### src/rtl/dbgdma_pkg.sv
package dbgdma_pkg;

    // Transfer size code held in the control register
    typedef enum logic [1:0] {
        SZ_BYTE = 2'd0,
        SZ_HALF = 2'd1,
        SZ_WORD = 2'd2,
        SZ_RSVD = 2'd3
    } xfer_size_e;

    // Register select codes on the debugger port
    typedef enum logic [1:0] {
        SEL_ADDR = 2'd0,
        SEL_DATA = 2'd1,
        SEL_CTRL = 2'd2,
        SEL_NONE = 2'd3
    } reg_sel_e;

    // Control register bit positions
    localparam int CTL_EN    = 0;
    localparam int CTL_RNW   = 1;
    localparam int CTL_SZ_LO = 2;
    localparam int CTL_SZ_HI = 3;
    localparam int CTL_START = 4;
    localparam int CTL_ERR   = 5;

    // Outcome of one bus transfer
    typedef struct packed {
        logic done;
        logic failed;
    } xfer_result_t;

    // True when a size code covers every lane
    function automatic logic is_full_word(xfer_size_e sz);
        return (sz == SZ_WORD) || (sz == SZ_RSVD);
    endfunction

endpackage

### src/rtl/dbgdma_lanes.sv
module dbgdma_lanes
    import dbgdma_pkg::*;
#(
    parameter int DW = 32
) (
    input  xfer_size_e          size,
    input  logic [1:0]          addr_lo,
    output logic [DW/8-1:0]     be
);
    localparam int LANES = DW / 8;

    for (genvar i = 0; i < LANES; i++) begin : g_lane
        localparam logic [1:0] LANE_IDX = 2'(i);
        always_comb begin
            unique case (size)
                SZ_BYTE: be[i] = (addr_lo == LANE_IDX);
                SZ_HALF: be[i] = (addr_lo[1] == LANE_IDX[1]);
                default: be[i] = is_full_word(size);
            endcase
        end
    end

endmodule

### src/rtl/dbgdma_bus_fsm.sv
module dbgdma_bus_fsm
    import dbgdma_pkg::*;
#(
    parameter int WDOG_CYCLES = 16
) (
    input  logic         clk,
    input  logic         rst,
    input  logic         launch,
    input  logic         mem_ack,
    input  logic         mem_err,
    output logic         busy,
    output xfer_result_t result,
    output logic         wd_expire
);
    typedef enum logic {ST_IDLE, ST_WAIT} state_e;

    state_e state_q;

    assign busy          = (state_q == ST_WAIT);
    assign result.done   = busy && (mem_ack || mem_err || wd_expire);
    assign result.failed = busy && (mem_err || wd_expire);

    always_ff @(posedge clk) begin
        if (rst) begin
            state_q <= ST_IDLE;
        end else begin
            unique case (state_q)
                ST_IDLE: if (launch)      state_q <= ST_WAIT;
                ST_WAIT: if (result.done) state_q <= ST_IDLE;
                default:                  state_q <= ST_IDLE;
            endcase
        end
    end

    if (WDOG_CYCLES > 0) begin : g_wdog
        localparam int CW = $clog2(WDOG_CYCLES + 1);
        logic [CW-1:0] cnt_q;

        always_ff @(posedge clk) begin
            if (rst) begin
                cnt_q <= '0;
            end else if (launch) begin
                cnt_q <= '0;
            end else if (busy) begin
                cnt_q <= cnt_q + 1'b1;
            end
        end

        assign wd_expire = busy && (cnt_q == CW'(WDOG_CYCLES - 1))
                           && !mem_ack && !mem_err;
    end else begin : g_no_wdog
        assign wd_expire = 1'b0;
    end

endmodule

### src/rtl/dbgdma_regs.sv
module dbgdma_regs
    import dbgdma_pkg::*;
#(
    parameter int AW = 32,
    parameter int DW = 32
) (
    input  logic          clk,
    input  logic          rst,
    input  logic          reg_we,
    input  logic [1:0]    reg_sel,
    input  logic [DW-1:0] reg_wdata,
    output logic [DW-1:0] reg_rdata,
    input  logic          busy,
    input  xfer_result_t  result,
    input  logic [DW-1:0] bus_rdata,
    output logic          launch,
    output logic [AW-1:0] addr_q,
    output logic [DW-1:0] data_q,
    output logic          rnw_q,
    output xfer_size_e    size_q,
    output logic          err_q
);
    reg_sel_e sel;
    logic     wr_ok;
    logic     en_q;

    assign sel    = reg_sel_e'(reg_sel);
    assign wr_ok  = reg_we && !busy;
    assign launch = wr_ok && (sel == SEL_CTRL)
                    && reg_wdata[CTL_START] && reg_wdata[CTL_EN];

    always_ff @(posedge clk) begin
        if (rst) begin
            addr_q <= '0;
            data_q <= '0;
            en_q   <= 1'b0;
            rnw_q  <= 1'b0;
            size_q <= SZ_BYTE;
            err_q  <= 1'b0;
        end else begin
            if (wr_ok && sel == SEL_ADDR) begin
                addr_q <= reg_wdata[AW-1:0];
            end

            if (wr_ok && sel == SEL_DATA) begin
                data_q <= reg_wdata;
            end else if (result.done && !result.failed && rnw_q) begin
                data_q <= bus_rdata;
            end

            if (wr_ok && sel == SEL_CTRL) begin
                en_q   <= reg_wdata[CTL_EN];
                rnw_q  <= reg_wdata[CTL_RNW];
                size_q <= xfer_size_e'(reg_wdata[CTL_SZ_HI:CTL_SZ_LO]);
            end

            if (launch) begin
                err_q <= 1'b0;
            end else if (result.done && result.failed) begin
                err_q <= 1'b1;
            end
        end
    end

    always_comb begin
        unique case (sel)
            SEL_ADDR: reg_rdata = DW'(addr_q);
            SEL_DATA: reg_rdata = data_q;
            SEL_CTRL: reg_rdata = DW'({err_q, busy, size_q, rnw_q, en_q});
            default:  reg_rdata = '0;
        endcase
    end

endmodule

### src/rtl/dbgdma_engine.sv
module dbgdma_engine
    import dbgdma_pkg::*;
#(
    parameter int AW          = 32,
    parameter int DW          = 32,
    parameter int WDOG_CYCLES = 16
) (
    input  logic            clk,
    input  logic            rst,
    input  logic            reg_we,
    input  logic [1:0]      reg_sel,
    input  logic [DW-1:0]   reg_wdata,
    output logic [DW-1:0]   reg_rdata,
    output logic            mem_req,
    output logic            mem_we,
    output logic [AW-1:0]   mem_addr,
    output logic [DW/8-1:0] mem_be,
    output logic [DW-1:0]   mem_wdata,
    input  logic [DW-1:0]   mem_rdata,
    input  logic            mem_ack,
    input  logic            mem_err
);
    localparam int OFS = $clog2(DW / 8);

    logic          launch;
    logic          busy;
    logic          wd_expire;
    xfer_result_t  result;
    logic [AW-1:0] addr_q;
    logic [DW-1:0] data_q;
    logic          rnw_q;
    xfer_size_e    size_q;
    logic          err_flag;

    dbgdma_regs #(.AW(AW), .DW(DW)) u_regs (
        .clk       (clk),
        .rst       (rst),
        .reg_we    (reg_we),
        .reg_sel   (reg_sel),
        .reg_wdata (reg_wdata),
        .reg_rdata (reg_rdata),
        .busy      (busy),
        .result    (result),
        .bus_rdata (mem_rdata),
        .launch    (launch),
        .addr_q    (addr_q),
        .data_q    (data_q),
        .rnw_q     (rnw_q),
        .size_q    (size_q),
        .err_q     (err_flag)
    );

    dbgdma_bus_fsm #(.WDOG_CYCLES(WDOG_CYCLES)) u_fsm (
        .clk       (clk),
        .rst       (rst),
        .launch    (launch),
        .mem_ack   (mem_ack),
        .mem_err   (mem_err),
        .busy      (busy),
        .result    (result),
        .wd_expire (wd_expire)
    );

    dbgdma_lanes #(.DW(DW)) u_lanes (
        .size    (size_q),
        .addr_lo (addr_q[1:0]),
        .be      (mem_be)
    );

    assign mem_req   = busy;
    assign mem_we    = !rnw_q;
    assign mem_addr  = {addr_q[AW-1:OFS], OFS'(0)};
    assign mem_wdata = data_q;

endmodule

### config.mk
export PLATFORM = sky130hd
export DESIGN_NAME = dbgdma_engine
export DESIGN_NICKNAME = d
export VERILOG_FILES = /design/src/rtl/dbgdma_pkg.sv /design/src/rtl/dbgdma_lanes.sv /design/src/rtl/dbgdma_bus_fsm.sv /design/src/rtl/dbgdma_regs.sv /design/src/rtl/dbgdma_engine.sv
export SDC_FILE = /design/constraint.sdc
export NUM_CORES = 1
export LEC_CHECK = 0
export ABC_AREA = 0
export CORE_ASPECT_RATIO = 1.75
export CORE_MARGIN = 2
export CORE_UTILIZATION = 42
export DETAILED_ROUTE_END_ITERATION = 10
export MAX_ROUTING_LAYER = met4
export PLACE_DENSITY = 0.78
export SYNTH_ARGS = -nofsm -noshare
export SYNTH_HDL_FRONTEND = slang
export SYNTH_SLANG_ARGS = --single-unit
export TNS_END_PERCENT = 5
### constraint.sdc
create_clock -name clk -period 1.9 [get_ports clk]
set_input_delay 0.475 -clock clk [delete_from_list [all_inputs] [get_ports clk]]
set_output_delay 0.475 -clock clk [all_outputs]
set_load 0.01 [all_outputs]
==> metrics.cfg <==
[critical_path]
path_class = input port to output port
cp_slowest_stage_delay_ns = 0.28
cp-end-kind = output port
path_max_fanout = 10
cp_cell_sequence = buf_4 > buf_12 > mux2i_1 > nor2_1 > dlygate4sd2_1
worstSetupStartpointType = input port
critPathArrivalTime_ns = 1.39
crit_required_ns = 1.42
crit_slowest_cell = dlygate4sd2_1

[logic_synthesis]
synthFlopType = dfxtp_1
synth_warnings = 0
syn_area_um2 = 3840
synth_edf_count = 0
ys_ff_latch = 75
yosysUniqueCellTypes = 33
yosysMostFrequentCell = nand2_1
synth-async-reset-ratio = 0
synthesis.instances = 487
synth_common_cells = nand2_1 (135), dfxtp_1 (75), nor2_1 (68)
syn_avg_cell_area_um2 = 7.88
synth.yosys.seq_area_share = 0.391
yosys.area.top_type = dfxtp_1
synth_top_area_frac = 0.391
synthTopCellsByArea = dfxtp_1 (39%), nand2_1 (13%), mux2i_1 (9.7%)

[clocking]
cts_made_buffers = 9
hold_buffers = 0
h-tree-depth = 3
clk_pin_slew_ns = 0.06
post_cts_buffers = 0
cts_buffer_depth = 2
cts_tree = done
cts.sink_count = 75
ctsRootBufferMaster = clkbuf_16
clock_latency_ns = 0.33

[power]
leakage_uw = 0.00236
powerDensity_nw_per_um2 = 687
peakVddDrop_mv = 0.482

[route]
viasPerCell = 5.22
wl_per_cell_um = 16.3
route.final.wire_length_mm = 12.3
first_pass_iters = 4
drc = 0
num_vias = 3928
drtIter0Drc = 176
ant_nets = 0

[placed_design]
gp_routability_congestion = 0.889
hpwl_mm = 9.16
io_buffers = 170
place_inst = 735

[timing]
tns_ns = 0
period_minus_slack_ns = 1.87
rsz0062_at_grt = yes
hold_ws_ns = 0.472
fin_skew_ns = 0.00474
slew_violations = 0
finalSetupViolations = 0
finalCritPeriodShare = 0.983
fmax_mhz = 535
finalHoldViolCount = 0

[global_routing]
grt_first_pass_wirelength_mm = 19.1
grt_pass1_vias = 3838
grtUsageTotal = 0.249
grt_max_degree = 38
grt_antenna_before_repair = 0
grt_overflow_total = 0

[floorplan]
die_h_um = 130
ios = 173
core_region_area_um2 = 8980
rows = 46
die_x_um = 76.3
start_util = 0.427
dieArea_um2 = 9950

[finish]
drive_above_1_share = 0.0902
fin_nets = 700
fillers = 782
syn_to_final_growth_pct = 51.6
diodes = 0
layoutNonFillerInstCount = 752

[min_path]
hold_class = register to register

[outcome]
status = completed

[run]
drv_cap = 0

==> per-layer routing <==
layer,GRT usage,vias to the layer above,part of all wire
met1,0.252,1859,0.36
met2,0.461,151,0.56
met3,0.0391,34,0.042
li1,-,1884,-
met5,-,-,0
met4,0.134,0,0.037
==> what timing repair did <==
| item | in CTS | in global routing |
|---|---|---|
| resized for setup | 48 | 14 |
| gates cloned | 1 | 0 |
| endpoints found under the setup margin | 37 | 20 |
==> final cells by class <==
class | count | area (µm²) | area share
Timing Repair Buffer | 199 | 1990 | 0.342
Multi-Input combinational cell | 338 | 1870 | 0.322
Sequential cell | 75 | 1500 | 0.258
Clock buffer | 14 | 254 | 0.0436
Tap cell | 120 | 150 | 0.0258
Clock inverter | 2 | 35.0 | 0.00602
Inverter | 4 | 15.0 | 0.00258
==> cell usage in the layout, fill, tap and decap left out, types with 4 or more instances in the layout <==
master and instances:
buf_4 19, o21bai_1 4, clkbuf_2 5, inv_1 4, dlygate4sd2_1 29, dfxtp_1 73
nand2_1 135, o21ai_1 6, a21oi_1 32, clkdlybuf4s50_1 130, nor2_1 68, mux2i_1 37
clkbuf_16 9, clkbuf_1 4, buf_12 8, a311oi_1 32
==> through the flow <==
stage | total power (µW) | util | cell area, µm² | worst slack [ns]
final | 4000 | 0.648 | 5820 | 0.0317
after global routing | 4150 | 0.648 | 5820 | -0.0653
after CTS | 4030 | 0.649 | 5830 | -0.178
after detailed placement | 2380 | 0.616 | 5530 | -0.550
after global placement | 2360 | 0.616 | 5530 | -0.533
after floorplan | 2000 | - | 3840 | 0.228
==> registers in the layout (all words and copies together), names as in the netlist <==
name	flops
u_regs.addr_q	32
u_fsm.g_wdog.cnt_q	5
u_regs.data_q	32
u_regs.en_q	1
u_regs.err_q	1
u_regs.size_q	2
u_fsm.busy	1
u_regs.rnw_q	1
==> kinds of logic after synthesis <==
kind of cell    synth area share
xor+xnor                 0.00685
flops                      0.391
fa+ha+maj                0.00652
other cells             0.000977
buf+inv                    0.127
simple gates               0.230
mux                       0.0965
compound gates             0.142
==> where the power goes <==
| part | leakage, µW | switching, µW | internal (µW) |
|---|---|---|---|
| sequential | 0.000612 | 54.8 | 1640 |
| combinational | 0.00161 | 279 | 373 |
| clock | 0.000141 | 603 | 1050 |
==> final timing paths <==
| kind | start | end | slack, ns | cells after the start |
|---|---|---|---|---|
| worst max-delay path | reg_sel[0] | reg_rdata[7] | 0.03 | 5 |
| worst min-delay path | u_regs.addr_q[17] | u_regs.addr_q[17] | 0.47 | 2 |
| worst max register to register | u_fsm.busy | u_regs.data_q[30] | 0.37 | 5 |
| worst min register to register | u_regs.addr_q[17] | u_regs.addr_q[17] | 0.47 | 2 |
==> critical path, delay by kind of cell <==
kind | cells | cell delay, ns
buf+inv | 3 | 0.64
simple gates | 1 | 0.06
mux | 1 | 0.22
(Power assumes the default switching activity.)
